[config.mk]
export PLATFORM = sky130hd
export DESIGN_NAME = sdma_stream
export DESIGN_NICKNAME = d
export VERILOG_FILES = /design/src/rtl/sdma_pkg.sv /design/src/rtl/sdma_regs.sv /design/src/rtl/sdma_desc_table.sv /design/src/rtl/sdma_engine.sv /design/src/rtl/sdma_stream.sv
export SDC_FILE = /design/constraint.sdc
export NUM_CORES = 2
export LEC_CHECK = 0
export BUFFER_PORTS_ARGS = -buffer_cell sky130_fd_sc_hd__buf_2
export CORE_ASPECT_RATIO = 2
export CORE_MARGIN = 1.5
export CORE_UTILIZATION = 55
export CTS_BUF_LIST = sky130_fd_sc_hd__clkbuf_4 sky130_fd_sc_hd__clkbuf_8
export CTS_CLUSTER_DIAMETER = 80
export DETAILED_ROUTE_END_ITERATION = 12
export HOLD_SLACK_MARGIN = 0.12
export MAX_ROUTING_LAYER = met4
export PLACE_DENSITY_LB_ADDON = 0.1
export SYNTH_ARGS = -nofsm -noshare
export SYNTH_HDL_FRONTEND = slang
export SYNTH_SLANG_ARGS = --single-unit
[constraint.sdc]
create_clock -name clk -period 14.8 [get_ports clk]
set_clock_uncertainty 0.1 [all_clocks]
set_input_delay 2.22 -clock clk [delete_from_list [all_inputs] [get_ports clk]]
set_output_delay 2.22 -clock clk [all_outputs]
set_load 0.02 [all_outputs]
[src/rtl/sdma_pkg.sv]
// Shared types for the stream DMA engine.
// Assumes 64-bit memory addresses and 32-bit register words.
package sdma_pkg;
    localparam int WORD_W = 32;
    localparam int MADDR_W = 64;
    localparam int TAG_W = 4;

    localparam logic [2:0] RA_CTRL = 3'd0;
    localparam logic [2:0] RA_LPOS = 3'd1;
    localparam logic [2:0] RA_CYC = 3'd2;
    localparam logic [2:0] RA_LAST = 3'd3;
    localparam logic [2:0] RA_LBLO = 3'd4;
    localparam logic [2:0] RA_LBHI = 3'd5;
    localparam logic [2:0] RA_PBLO = 3'd6;
    localparam logic [2:0] RA_PBHI = 3'd7;

    localparam int CB_SRST = 0;
    localparam int CB_RUN = 1;
    localparam int CB_TAGLO = 20;
    localparam int CB_STAT = 26;

    typedef enum logic [1:0] {
        MOP_FETCH = 2'd0,
        MOP_STORE = 2'd1,
        MOP_DRD = 2'd2,
        MOP_DWR = 2'd3
    } mop_e;

    typedef struct packed {
        logic [MADDR_W-1:0] addr;
        logic [WORD_W-1:0] len;
        logic ioc;
    } desc_t;
endpackage

[src/rtl/sdma_regs.sv]
// Control and status registers of one stream.
// Holds run, stream reset, tag and the write-one-to-clear completion
// status, plus cyclic length, last index and the two base addresses.
// Assumes single-cycle write strobes; reads are combinational.
module sdma_regs
    import sdma_pkg::*;
(
    input  logic clk,
    input  logic rst_n,
    input  logic reg_we,
    input  logic [2:0] reg_addr,
    input  logic [WORD_W-1:0] reg_wdata,
    output logic [WORD_W-1:0] reg_rdata,
    input  logic [WORD_W-1:0] link_pos,
    input  logic evt_stat_set,
    output logic run,
    output logic srst,
    output logic [TAG_W-1:0] tag,
    output logic status,
    output logic [WORD_W-1:0] cyc_len,
    output logic [7:0] last_idx,
    output logic [MADDR_W-1:0] list_base,
    output logic [MADDR_W-1:0] pos_base
);
    logic [24:0] lb_lo_q;
    logic [WORD_W-1:0] lb_hi_q, pb_lo_q, pb_hi_q;
    logic ctrl_wr;

    assign ctrl_wr = reg_we && (reg_addr == RA_CTRL);
    assign list_base = {lb_hi_q, lb_lo_q, 7'b0};
    assign pos_base = {pb_hi_q, pb_lo_q};

    // Register writes for control fields and programming registers.
    always_ff @(posedge clk) begin
        if (!rst_n) begin
            run <= 1'b0;
            srst <= 1'b0;
            tag <= '0;
            cyc_len <= '0;
            last_idx <= '0;
            lb_lo_q <= '0;
            lb_hi_q <= '0;
            pb_lo_q <= '0;
            pb_hi_q <= '0;
        end else if (reg_we) begin
            case (reg_addr)
                RA_CTRL: begin
                    srst <= reg_wdata[CB_SRST];
                    run <= reg_wdata[CB_RUN];
                    tag <= reg_wdata[CB_TAGLO +: TAG_W];
                end
                RA_CYC: cyc_len <= reg_wdata;
                RA_LAST: last_idx <= reg_wdata[7:0];
                RA_LBLO: lb_lo_q <= reg_wdata[31:7];
                RA_LBHI: lb_hi_q <= reg_wdata;
                RA_PBLO: pb_lo_q <= reg_wdata;
                RA_PBHI: pb_hi_q <= reg_wdata;
                default: ;
            endcase
        end
    end

    // Completion status: stream reset clears, engine event sets, write-one clears.
    always_ff @(posedge clk) begin
        if (!rst_n || srst) begin
            status <= 1'b0;
        end else if (evt_stat_set) begin
            status <= 1'b1;
        end else if (ctrl_wr && reg_wdata[CB_STAT]) begin
            status <= 1'b0;
        end
    end

    // Read multiplexer.
    always_comb begin
        case (reg_addr)
            RA_CTRL: begin
                reg_rdata = '0;
                reg_rdata[CB_SRST] = srst;
                reg_rdata[CB_RUN] = run;
                reg_rdata[CB_TAGLO +: TAG_W] = tag;
                reg_rdata[CB_STAT] = status;
            end
            RA_LPOS: reg_rdata = link_pos;
            RA_CYC: reg_rdata = cyc_len;
            RA_LAST: reg_rdata = {24'b0, last_idx};
            RA_LBLO: reg_rdata = {lb_lo_q, 7'b0};
            RA_LBHI: reg_rdata = lb_hi_q;
            RA_PBLO: reg_rdata = pb_lo_q;
            default: reg_rdata = pb_hi_q;
        endcase
    end

    AST_STAT_STICKY: assert property (@(posedge clk) disable iff (!rst_n)
        (status && !srst && !(ctrl_wr && (reg_wdata[CB_STAT] || reg_wdata[CB_SRST])))
        |=> status) else $error("status lost without write-one");
endmodule

[src/rtl/sdma_desc_table.sv]
// Local copy of the buffer descriptor list.
// One write port fed word by word during the list fetch (word 0 address
// low, 1 address high, 2 length, 3 flags) and one combinational read port.
module sdma_desc_table
    import sdma_pkg::*;
#(
    parameter int MAX_DESC = 8,
    localparam int IDX_W = $clog2(MAX_DESC)
) (
    input  logic clk,
    input  logic rst_n,
    input  logic wr_en,
    input  logic [IDX_W-1:0] wr_idx,
    input  logic [1:0] wr_word,
    input  logic [WORD_W-1:0] wr_data,
    input  logic [IDX_W-1:0] rd_idx,
    output desc_t rd_desc
);
    desc_t ent [MAX_DESC];

    for (genvar gi = 0; gi < MAX_DESC; gi++) begin : g_ent
        // Capture one field of entry gi during the fetch.
        always_ff @(posedge clk) begin
            if (!rst_n) begin
                ent[gi] <= '0;
            end else if (wr_en && (wr_idx == IDX_W'(gi))) begin
                case (wr_word)
                    2'd0: ent[gi].addr[31:0] <= wr_data;
                    2'd1: ent[gi].addr[63:32] <= wr_data;
                    2'd2: ent[gi].len <= wr_data;
                    default: ent[gi].ioc <= wr_data[0];
                endcase
            end
        end
    end

    assign rd_desc = ent[rd_idx];
endmodule

[src/rtl/sdma_engine.sv]
// Sequencer of the stream: fetches the descriptor list on run, serves
// codec requests chunk by chunk, tracks entry index, entry offset and
// link position, raises the completion event and writes the position buffer.
// Assumes cyclic length, last index and bases are stable while running,
// and mem_ack comes only while mem_req is high.
module sdma_engine
    import sdma_pkg::*;
#(
    parameter int MAX_DESC = 8,
    parameter int STREAM_INDEX = 4,
    parameter bit IS_OUTPUT = 1'b1,
    parameter int XLEN_W = 16,
    localparam int IDX_W = $clog2(MAX_DESC)
) (
    input  logic clk,
    input  logic rst_n,
    input  logic run,
    input  logic srst,
    input  logic [TAG_W-1:0] tag,
    input  logic status,
    input  logic [WORD_W-1:0] cyc_len,
    input  logic [7:0] last_idx,
    input  logic [MADDR_W-1:0] list_base,
    input  logic [MADDR_W-1:0] pos_base,
    output logic [WORD_W-1:0] link_pos,
    output logic evt_stat_set,
    output logic tbl_we,
    output logic [IDX_W-1:0] tbl_widx,
    output logic [1:0] tbl_word,
    output logic [IDX_W-1:0] tbl_ridx,
    input  desc_t cur,
    output logic mem_req,
    output mop_e mem_op,
    output logic [MADDR_W-1:0] mem_addr,
    output logic [WORD_W-1:0] mem_len,
    output logic [WORD_W-1:0] mem_wdata,
    input  logic mem_ack,
    input  logic xfer_req,
    input  logic [TAG_W-1:0] xfer_tag,
    input  logic xfer_out,
    input  logic [XLEN_W-1:0] xfer_len,
    output logic xfer_done,
    output logic xfer_ok,
    output logic [XLEN_W-1:0] xfer_count
);
    typedef enum logic [2:0] {
        S_IDLE, S_LOAD, S_READY, S_CHUNK, S_POSW, S_DONE
    } st_e;

    localparam logic [7:0] MAX_LAST = 8'(MAX_DESC - 1);
    localparam logic [MADDR_W-1:0] POS_OFS = MADDR_W'(8 * STREAM_INDEX);

    st_e state;
    logic run_prev, loaded_q, ok_q;
    logic [IDX_W-1:0] ld_idx, ent_idx, last_eff, next_idx;
    logic [1:0] ld_word;
    logic [WORD_W-1:0] ent_off;
    logic [XLEN_W-1:0] left_q, moved_q, chunk_x;
    logic [WORD_W-1:0] cyc_rem, ent_rem, chunk, new_off, new_pos, left_ext;
    logic ent_end, hit, fin_pos, data_ack;

    assign last_eff = (last_idx > MAX_LAST) ? IDX_W'(MAX_DESC - 1) : last_idx[IDX_W-1:0];
    assign next_idx = (ent_idx == last_eff) ? '0 : ent_idx + 1'b1;
    assign hit = (xfer_tag == tag) && (xfer_out == IS_OUTPUT);
    assign fin_pos = pos_base[0];
    assign left_ext = WORD_W'(left_q);

    // Chunk size: smallest of request remainder, cyclic and entry remainders.
    always_comb begin
        cyc_rem = (link_pos < cyc_len) ? cyc_len - link_pos : '0;
        ent_rem = (ent_off < cur.len) ? cur.len - ent_off : '0;
        chunk = left_ext;
        if (cyc_rem < chunk) chunk = cyc_rem;
        if (ent_rem < chunk) chunk = ent_rem;
        chunk_x = chunk[XLEN_W-1:0];
        new_off = ent_off + chunk;
        new_pos = link_pos + chunk;
        ent_end = (new_off == cur.len);
    end

    assign data_ack = (state == S_CHUNK) && (chunk != '0) && mem_ack;
    assign evt_stat_set = data_ack && ent_end && cur.ioc;

    assign tbl_we = (state == S_LOAD) && mem_ack;
    assign tbl_widx = ld_idx;
    assign tbl_word = ld_word;
    assign tbl_ridx = ent_idx;

    // Memory request decode from the current state.
    always_comb begin
        mem_req = 1'b0;
        mem_op = MOP_FETCH;
        mem_addr = '0;
        mem_len = WORD_W'(4);
        mem_wdata = link_pos;
        case (state)
            S_LOAD: begin
                mem_req = 1'b1;
                mem_addr = list_base + MADDR_W'({ld_idx, ld_word, 2'b00});
            end
            S_CHUNK: begin
                mem_req = (chunk != '0);
                mem_op = IS_OUTPUT ? MOP_DRD : MOP_DWR;
                mem_addr = cur.addr + MADDR_W'(ent_off);
                mem_len = chunk;
            end
            S_POSW: begin
                mem_req = 1'b1;
                mem_op = MOP_STORE;
                mem_addr = {pos_base[MADDR_W-1:1], 1'b0} + POS_OFS;
            end
            default: ;
        endcase
    end

    assign xfer_done = (state == S_DONE);
    assign xfer_ok = ok_q;
    assign xfer_count = moved_q;

    // Sequencer: list fetch, request service, completion.
    always_ff @(posedge clk) begin
        if (!rst_n) begin
            state <= S_IDLE;
            run_prev <= 1'b0;
            loaded_q <= 1'b0;
            ok_q <= 1'b0;
            ld_idx <= '0;
            ld_word <= '0;
            left_q <= '0;
            moved_q <= '0;
        end else begin
            run_prev <= run;
            case (state)
                S_IDLE: begin
                    if (run && !run_prev && !srst) begin
                        state <= S_LOAD;
                        ld_idx <= '0;
                        ld_word <= '0;
                    end else if (xfer_req) begin
                        ok_q <= 1'b0;
                        moved_q <= '0;
                        state <= S_DONE;
                    end
                end
                S_LOAD: begin
                    if (mem_ack) begin
                        ld_word <= ld_word + 1'b1;
                        if (ld_word == 2'd3) begin
                            if (ld_idx == last_eff) begin
                                state <= S_READY;
                                loaded_q <= 1'b1;
                            end else begin
                                ld_idx <= ld_idx + 1'b1;
                            end
                        end
                    end
                end
                S_READY: begin
                    if (srst || !run) begin
                        state <= S_IDLE;
                        loaded_q <= 1'b0;
                    end else if (xfer_req) begin
                        moved_q <= '0;
                        if (hit && !status) begin
                            left_q <= xfer_len;
                            ok_q <= 1'b1;
                            state <= S_CHUNK;
                        end else begin
                            ok_q <= 1'b0;
                            state <= S_DONE;
                        end
                    end
                end
                S_CHUNK: begin
                    if (chunk == '0) begin
                        state <= fin_pos ? S_POSW : S_DONE;
                    end else if (mem_ack) begin
                        left_q <= left_q - chunk_x;
                        moved_q <= moved_q + chunk_x;
                        if ((ent_end && cur.ioc) || (left_q == chunk_x)) begin
                            state <= fin_pos ? S_POSW : S_DONE;
                        end
                    end
                end
                S_POSW: if (mem_ack) state <= S_DONE;
                default: state <= loaded_q ? S_READY : S_IDLE;
            endcase
        end
    end

    // Position tracking: entry index, entry offset, link position.
    always_ff @(posedge clk) begin
        if (!rst_n || srst) begin
            link_pos <= '0;
            ent_idx <= '0;
            ent_off <= '0;
        end else if (data_ack) begin
            ent_off <= ent_end ? '0 : new_off;
            ent_idx <= ent_end ? next_idx : ent_idx;
            link_pos <= (new_pos == cyc_len) ? '0 : new_pos;
        end
    end

    AST_REQ_HELD: assert property (@(posedge clk) disable iff (!rst_n)
        (mem_req && !mem_ack && !srst) |=> mem_req) else $error("request dropped");
    AST_CHUNK_BOUND: assert property (@(posedge clk) disable iff (!rst_n)
        (mem_req && (mem_op == MOP_DRD || mem_op == MOP_DWR))
        |-> (mem_len != '0 && mem_len <= left_ext)) else $error("chunk too large");
    AST_IDX_RANGE: assert property (@(posedge clk) disable iff (!rst_n)
        ent_idx <= last_eff) else $error("entry index past last");
    AST_POS_WRAPPED: assert property (@(posedge clk) disable iff (!rst_n)
        (xfer_done && xfer_ok && cyc_len != '0) |-> (link_pos < cyc_len))
        else $error("link position not wrapped");
    AST_NO_DATA_STALLED: assert property (@(posedge clk) disable iff (!rst_n)
        status |-> !(mem_req && (mem_op == MOP_DRD || mem_op == MOP_DWR)))
        else $error("data moved while stalled");
    AST_REFUSE_ZERO: assert property (@(posedge clk) disable iff (!rst_n)
        (xfer_done && !xfer_ok) |-> (xfer_count == '0)) else $error("refused with bytes");
    AST_SRST_CLEARS: assert property (@(posedge clk) disable iff (!rst_n)
        srst |=> (link_pos == '0)) else $error("stream reset ignored");
endmodule

[src/rtl/sdma_stream.sv]
// Top of the single-stream descriptor DMA engine: registers, descriptor
// table and sequencer. irq follows the completion status.
module sdma_stream
    import sdma_pkg::*;
#(
    parameter int MAX_DESC = 8,
    parameter int STREAM_INDEX = 4,
    parameter bit IS_OUTPUT = 1'b1,
    parameter int XLEN_W = 16,
    localparam int IDX_W = $clog2(MAX_DESC)
) (
    input  logic clk,
    input  logic rst_n,
    input  logic reg_we,
    input  logic [2:0] reg_addr,
    input  logic [31:0] reg_wdata,
    output logic [31:0] reg_rdata,
    output logic irq,
    output logic mem_req,
    output logic [1:0] mem_op,
    output logic [63:0] mem_addr,
    output logic [31:0] mem_len,
    output logic [31:0] mem_wdata,
    input  logic mem_ack,
    input  logic [31:0] mem_rdata,
    input  logic xfer_req,
    input  logic [3:0] xfer_tag,
    input  logic xfer_out,
    input  logic [XLEN_W-1:0] xfer_len,
    output logic xfer_done,
    output logic xfer_ok,
    output logic [XLEN_W-1:0] xfer_count
);
    logic run, srst, status, evt_stat_set, tbl_we;
    logic [TAG_W-1:0] tag;
    logic [WORD_W-1:0] cyc_len, link_pos;
    logic [7:0] last_idx;
    logic [MADDR_W-1:0] list_base, pos_base;
    logic [IDX_W-1:0] tbl_widx, tbl_ridx;
    logic [1:0] tbl_word;
    desc_t cur;
    mop_e op;

    assign irq = status;
    assign mem_op = op;

    sdma_regs u_regs (
        .clk(clk), .rst_n(rst_n), .reg_we(reg_we), .reg_addr(reg_addr),
        .reg_wdata(reg_wdata), .reg_rdata(reg_rdata), .link_pos(link_pos),
        .evt_stat_set(evt_stat_set), .run(run), .srst(srst), .tag(tag),
        .status(status), .cyc_len(cyc_len), .last_idx(last_idx),
        .list_base(list_base), .pos_base(pos_base)
    );

    sdma_desc_table #(.MAX_DESC(MAX_DESC)) u_tbl (
        .clk(clk), .rst_n(rst_n), .wr_en(tbl_we), .wr_idx(tbl_widx),
        .wr_word(tbl_word), .wr_data(mem_rdata), .rd_idx(tbl_ridx), .rd_desc(cur)
    );

    sdma_engine #(
        .MAX_DESC(MAX_DESC), .STREAM_INDEX(STREAM_INDEX),
        .IS_OUTPUT(IS_OUTPUT), .XLEN_W(XLEN_W)
    ) u_eng (
        .clk(clk), .rst_n(rst_n), .run(run), .srst(srst), .tag(tag),
        .status(status), .cyc_len(cyc_len), .last_idx(last_idx),
        .list_base(list_base), .pos_base(pos_base), .link_pos(link_pos),
        .evt_stat_set(evt_stat_set), .tbl_we(tbl_we), .tbl_widx(tbl_widx),
        .tbl_word(tbl_word), .tbl_ridx(tbl_ridx), .cur(cur),
        .mem_req(mem_req), .mem_op(op), .mem_addr(mem_addr), .mem_len(mem_len),
        .mem_wdata(mem_wdata), .mem_ack(mem_ack), .xfer_req(xfer_req),
        .xfer_tag(xfer_tag), .xfer_out(xfer_out), .xfer_len(xfer_len),
        .xfer_done(xfer_done), .xfer_ok(xfer_ok), .xfer_count(xfer_count)
    );
endmodule

== After elaboration in Yosys (flattened, before gate mapping) ==
Memories as Yosys holds them, arrays and structs flattened. A register that Yosys moved wholly into a read port is not among the register bits.
Cells that the tools add are included.

* Memories: 1
* Register bits: 278
* RAM bits: 776

{| class="wikitable"
|+ Memory list
! memory !! depth !! width !! read ports !! clocked after memory_dff !! wr ports !! RTL line !! RTL
|-
| u_tbl.ent || 8 || 97 || 1 || 1 || 8 || sdma_desc_table.sv:19 || <nowiki>desc_t ent [MAX_DESC];</nowiki>
|}

* $lt $le $gt $ge: 5
* Bitwise gates (word level): 32
* $add $sub $neg: 12
* Mux-type cells: 196
* Equality and inequality tests: 46
* Reductions and logical operators: 57

{| class="wikitable"
|+ Operator list
! kind !! count
|-
| two-way mux 32 bit || 31
|-
| case mux 32 bit (7 select lines) || 1
|-
| case mux 64 bit (3 select lines) || 1
|-
| two-way mux 16 bit || 10
|-
| two-way mux 1 bit || 121
|-
| less-than comparator 32 bit || 3
|-
| adder 32 bit || 2
|-
| adder 64 x 32 -> 64 bit || 1
|-
| adder 64 x 6 -> 64 bit (second input constant) || 1
|-
| adder 64 x 7 -> 64 bit || 1
|-
| equality test 32 bit || 2
|-
| subtractor 32 bit || 2
|-
| two-way mux 3 bit || 20
|-
| case mux 16 bit (3 select lines) || 1
|-
| zero test 32 bit || 1
|-
| less-than comparator 32 x 16 -> 1 bit || 1
|-
| bitwise OR 1 bit || 32
|-
| case mux 16 bit (2 select lines) || 1
|-
| nonzero test 32 bit || 1
|-
| equality test 3 bit (second input constant) || 10
|-
| != test 2 bit (second input constant) || 11
|-
| logical AND 1 bit || 20
|-
| AND reduction 5 bit || 4
|-
| equality test 3 x 2 -> 1 bit (second input constant) || 6
|-
| 31 further kinds || 64
|}

== Depth between registers and ports, before layout ==
* Depth in word-level cells: 14
* Gate-level depth with buffers: 63
* Depth with buffers taken out: 56

== Hierarchy ==
Synthesis repeated with hierarchy kept, for this count alone.

* Cells, all modules: 6,332
* Area, all modules: 65,252.6 um2

{| class="wikitable"
|+ Modules (own cells, without submodules)
! module !! instances !! cells an instance !! seq. area each (um2) !! area an instance (um2)
|-
| sdma_desc_table || 1 || 2,229 || 23,302.3 || 34,852.2
|-
| sdma_engine || 1 || 3,108 || 2,202.1 || 22,173.8
|-
| sdma_regs || 1 || 995 || 3,363.2 || 8,226.6
|}

== Worst setup path after synthesis ==
OpenSTA, ideal clock, no wires.

* Path kind: reg2reg
* Start: reg u_eng.link_pos[0]
* End: reg with a tool-made name
* Arrival time: 12.095 ns
* Stages on the path, launching flop included: 59
* Path buffers: 6
* Slack: 2.473 ns
* Library setup time: 0.132 ns
* Clock period less this slack: 12.327 ns
* Cells stage by stage: dfxtp_1 ha_1 inv_1 fa_1 a211oi_1 o21ai_1 a31oi_2 o2111ai_2 a21o_1 o211ai_1 buf_2 buf_1 nor2_1 ha_1 a21oi_1 nor2_1 a211oi_1 o21ai_0 [23 not listed] inv_1 ha_1 a21o_1 a311o_1 nand3_1 and2_1 buf_2 xnor2_1 xnor2_1 nand2_1 a2111oi_2 or4b_1 nor4_1 nand4_1 a2111oi_2 a21boi_2 mux2i_1 nor2_1

{| class="wikitable"
|+ RTL lines
! element !! RTL line !! RTL
|-
| start: declaration || sdma_engine.sv:25 || <nowiki>output logic [WORD_W-1:0] link_pos,</nowiki>
|-
| start signal: assignment || sdma_engine.sv:200 || <nowiki>link_pos <= (new_pos == cyc_len) ? '0 : new_pos;</nowiki>
|}

== Worst setup path in the final report ==
* Start: reg u_eng.link_pos[0]
* End: reg u_eng.link_pos[31]

* Longest elaborated chain between the ends: 9
* Elaborated cells between the ends (all ways): 13

{| class="wikitable"
|+ RTL lines
! element !! RTL line !! RTL
|-
| subtractor 32 bit or less-than comparator 32 bit (tied branches) || sdma_engine.sv:70 || <nowiki>cyc_rem = (link_pos < cyc_len) ? cyc_len - link_pos : '0;</nowiki>
|-
| two-way mux 32 bit || sdma_engine.sv:70 ||
|-
| less-than comparator 32 x 16 -> 1 bit || sdma_engine.sv:73 || <nowiki>if (cyc_rem < chunk) chunk = cyc_rem;</nowiki>
|-
| two-way mux 32 bit || sdma_engine.sv:73 ||
|-
| less-than comparator 32 bit || sdma_engine.sv:74 || <nowiki>if (ent_rem < chunk) chunk = ent_rem;</nowiki>
|-
| two-way mux 32 bit || sdma_engine.sv:74 ||
|-
| adder 32 bit or nonzero test 32 bit (tied branches) || sdma_engine.sv:77, sdma_engine.sv:81 ||
|-
| equality test 32 bit or logical AND 1 bit (tied branches) || sdma_engine.sv:200, sdma_engine.sv:81 ||
|-
| two-way mux 32 bit or logical AND 1 bit (tied branches) || sdma_engine.sv:200, sdma_engine.sv:81 ||
|}

Parallel ways exist; a longest one is shown, timed or not.
A chain may end at the register's enable or synchronous reset.

==> results.py <==
metrics = {
    "run_status": {
        "outcome": "complete, but fails checks",
        "violations": "max-capacitance violations, max-slew violations",
    },
    "floorplan": {
        "initial_core_util": 0.553,
        "placementRows": 175,
        "dieArea_mm2": 0.116,
        "coreArea_mm2": 0.113,
        "die_w_um": 242,
        "num_io_pins": 275,
        "die_y_um": 481,
    },
    "route": {
        "avgRoutedWirePerCell_um": 31.6,
        "antenna_left": 0,
        "drt-pass1-iter-count": 8,
        "drcViolationCount": 0,
        "routed_wl_mm": 248,
        "vias_per_cell": 6.42,
        "num_vias": 50377,
        "first_iter_violations": 5317,
    },
    "clock_network": {
        "clockRootBuffer": "clkbuf_8",
        "insertion_delay_ns": 0.94,
        "cts_tree": "done",
        "cts.path.max_buffers": 3,
        "ctsHoldBuffers": 0,
        "clk_pin_slew_ns": 0.07,
        "cts_sinks": 1057,
        "cts_buffers": 152,
        "htreeDepth": 4,
    },
    "layout": {
        "fin_area_mm2": 0.0688,
        "area_growth_pct": 9.80,
        "fillers": 9649,
        "final_layout_size_suffix_gt1_frac": 0.160,
        "fin_nets": 6549,
    },
    "global_routing": {
        "antenna_found_initial": 21,
        "overflow": 0,
        "grt_pass1_wl_mm": 349,
        "grt_util_all_layers": 0.436,
        "grt_pass1_vias": 49499,
        "grt_start_max_net_pins": 117,
    },
    "sta": {
        "timing.fmax_mhz": 70.8,
        "worst_slew_pin_slew_ns": 1.49,
        "max-slew-margin-rel": -0.00668,
        "setup_tns_ns": 0,
        "rsz0062_at_grt": "false",
        "final.min_clock_period_ns": 14.13,
        "hold_viol_final": 0,
        "setup_violations": 0,
        "slew_viol_final": 1,
        "min_period_over_period": 0.955,
    },
    "pwr": {
        "leakage_nw": 26.7,
        "ir_drop_uv": 95.3,
        "power_density_mw_per_mm2": 98.7,
    },
    "worst_setup_path": {
        "cp.arrival_ns": 14.80,
        "cp_common_cell": "a21o_1",
        "regToRegSetupSlack_ns": 0.67,
        "crit_fanout": 17,
        "start_kind": "flop",
        "path_class": "reg -> reg",
        "crit_required_ns": 15.46,
        "cp-end-kind": "flop",
        "r2r_cells": 53,
        "r2r-start": "u_eng.link_pos[0]",
        "r2r_end": "u_eng.link_pos[31]",
        "crit_path_max_incr_delay_ns": 0.70,
        "slowest_stage": "nor2_1",
    },
    "synthesis": {
        "yosysWarnings": 0,
        "synthArstFlopShare": 0,
        "synth_edf_count": 776,
        "synth.avg_cell_area_um2": 10.4,
        "ys_seq_area_frac": 0.461,
        "synth-seq-cells": 1057,
        "ys_types": 113,
        "syn_area_mm2": 0.0627,
        "ys.flop_type": "edfxtp_1",
        "synthCells": 6013,
    },
    "placement": {
        "dpl-instance-area_mm2": 0.0656,
        "gp_congestion": 1.08,
        "hpwl_mm": 176,
        "numPortBuffers": 274,
    },
    "min_path": {
        "holdPathStages": 2,
        "whs_endpoint": "u_eng.xfer_ok",
        "hold_class": "reg -> reg",
        "min_from": "u_eng.xfer_ok",
    },
    "job": {
        "cap_viol_max_count": 1,
    },
}
==> cell usage after synthesis (28+ instances only) <==
| cell type | instances | area, µm² |
|---|---|---|
| edfxtp_1 | 776 | 23300 |
| and2_1 | 769 | 4810 |
| nand2_1 | 699 | 2620 |
| a21oi_1 | 419 | 2100 |
| nor2_1 | 346 | 1300 |
| clkbuf_1 | 303 | 1140 |
| dfxtp_1 | 281 | 5630 |
| ha_1 | 252 | 3150 |
| inv_1 | 209 | 785 |
| xnor2_1 | 193 | 1690 |
| mux4_2 | 191 | 4300 |
| o21ai_0 | 183 | 916 |
| xor2_1 | 110 | 963 |
| mux2i_1 | 100 | 1000 |
| a21o_1 | 94 | 706 |
| nand3_1 | 94 | 470 |
| nor3_1 | 67 | 335 |
| mux2_2 | 66 | 743 |
| a22oi_1 | 58 | 435 |
| nand4_1 | 51 | 319 |
| and3_1 | 46 | 288 |
| buf_2 | 44 | 220 |
| or3_1 | 44 | 275 |
| nand2b_1 | 43 | 269 |
| o21a_1 | 41 | 308 |
| nor2b_1 | 32 | 200 |
| a211oi_1 | 31 | 233 |
| a22o_1 | 29 | 254 |
| a31oi_1 | 28 | 175 |
==> layout make-up <==
cell class / count / area, µm² / share of cell area
Sequential cell: 1057 / 28900 / 0.420
Clock buffer: 202 / 2550 / 0.0370
Antenna cell: 31 / 77.6 / 0.00113
Inverter: 210 / 793 / 0.0115
Timing Repair Buffer: 400 / 2370 / 0.0344
Clock inverter: 68 / 536 / 0.00778
Multi-Input combinational cell: 4376 / 31700 / 0.460
Tap cell: 1504 / 1880 / 0.0273
==> flip-flops by register name (all words and copies together), names as in the netlist, 4 cells and up, named ones only <==
register          count
u_eng.xfer_count     16
u_eng.ent_off        32
u_eng.link_pos       32
u_regs.cyc_len       32
u_tbl.ent           776
u_regs.pb_hi_q       32
u_regs.last_idx       8
u_eng.left_q         16
u_regs.tag            4
u_regs.lb_lo_q       25
u_regs.lb_hi_q       32
u_regs.pb_lo_q       32
==> layer usage <==
| metal | routed length (µm) | global-route usage |
|---|---|---|
| met4 | 26600 | 0.388 |
| met5 | 0 | - |
| met1 | 80400 | 0.441 |
| met3 | 20100 | 0.0973 |
| met2 | 121000 | 0.710 |
==> placed cells by master, fill, tap and decap left out, types with 110 or more instances in the layout <==
cell type / n
buf_2: 274
ha_1: 252
nand2_1: 681
a21oi_1: 419
and2_1: 767
buf_4: 122
clkbuf_8: 165
xor2_1: 110
edfxtp_1: 776
o21ai_0: 176
xnor2_1: 193
dfxtp_1: 278
mux4_2: 191
nor2_1: 319
inv_1: 207
==> worst max-delay path, delay by kind of cell, from the launching register on <==
family | cells | cell delay (ns)
muxes | 1 | 0.45
buffers and inverters | 3 | 0.37
DFF | 1 | 0.58
adders and majority gates | 5 | 1.81
AOI/OAI and AO/OA | 23 | 5.19
and+or+nand+nor | 20 | 5.01
xor gates and xnor gates | 1 | 0.42
==> metrics by stage <==
stage	utilization	hold WS (ns)	total power [mW]	std cells	setup slack [ns]
after floorplan	-	0.340	3.95	6028	2.47
after CTS	0.605	0.362	6.75	7813	0.0693
after global routing	0.607	0.395	6.97	7840	0.0911
after global placement	0.578	0.345	4.35	7543	0.241
after detailed placement	0.578	0.353	4.35	7543	0.161
final	0.607	0.359	6.80	7848	0.668
==> report_power, final <==
group | leakage, nW | total [mW] | internal (mW) | switching, mW
clock network | 1.63 | 2.45 | 1.20 | 1.25
logic | 14.8 | 1.05 | 0.322 | 0.726
registers | 10.3 | 3.30 | 3.26 | 0.0394
total | 26.7 | 6.80 | 4.78 | 2.01
==> timing repair <==
item / CTS / global route
setup buffers: 0 / 2
endpoints found under the setup margin: 0 / 74
resized for setup: 0 / 17
==> how the worst max path moves through the flow <==
stage	to	slack, ns	start	cells past startpoint
after global routing	flop	0.09	u_eng.link_pos[0]	56
after CTS	u_eng.link_pos[31]	0.07	u_eng.link_pos[0]	54
after floorplan	flop	2.47	u_eng.link_pos[0]	58
final	u_eng.link_pos[31]	0.67	u_eng.link_pos[0]	53
after global placement	flop	0.24	u_eng.link_pos[0]	54
after detailed placement	u_eng.link_pos[31]	0.16	u_eng.link_pos[0]	54
==> cell families (layout without fill, tap and decap cells) <==
kind of cell             Yosys count  after routing  synth area share
AO/OA/AOI/OAI                   1111           1111             0.113
adder cells (fa/ha/maj)          259            259            0.0525
buffers and inverters            597            880            0.0387
flip-flops                      1057           1057             0.461
AND/OR/NAND/NOR                 2309           2311             0.189
other                              1             47         0.0000598
XOR/XNOR                         311            311            0.0451
multiplexers                     368            368             0.101
No activity file was read; power rests on OpenSTA's default activity.
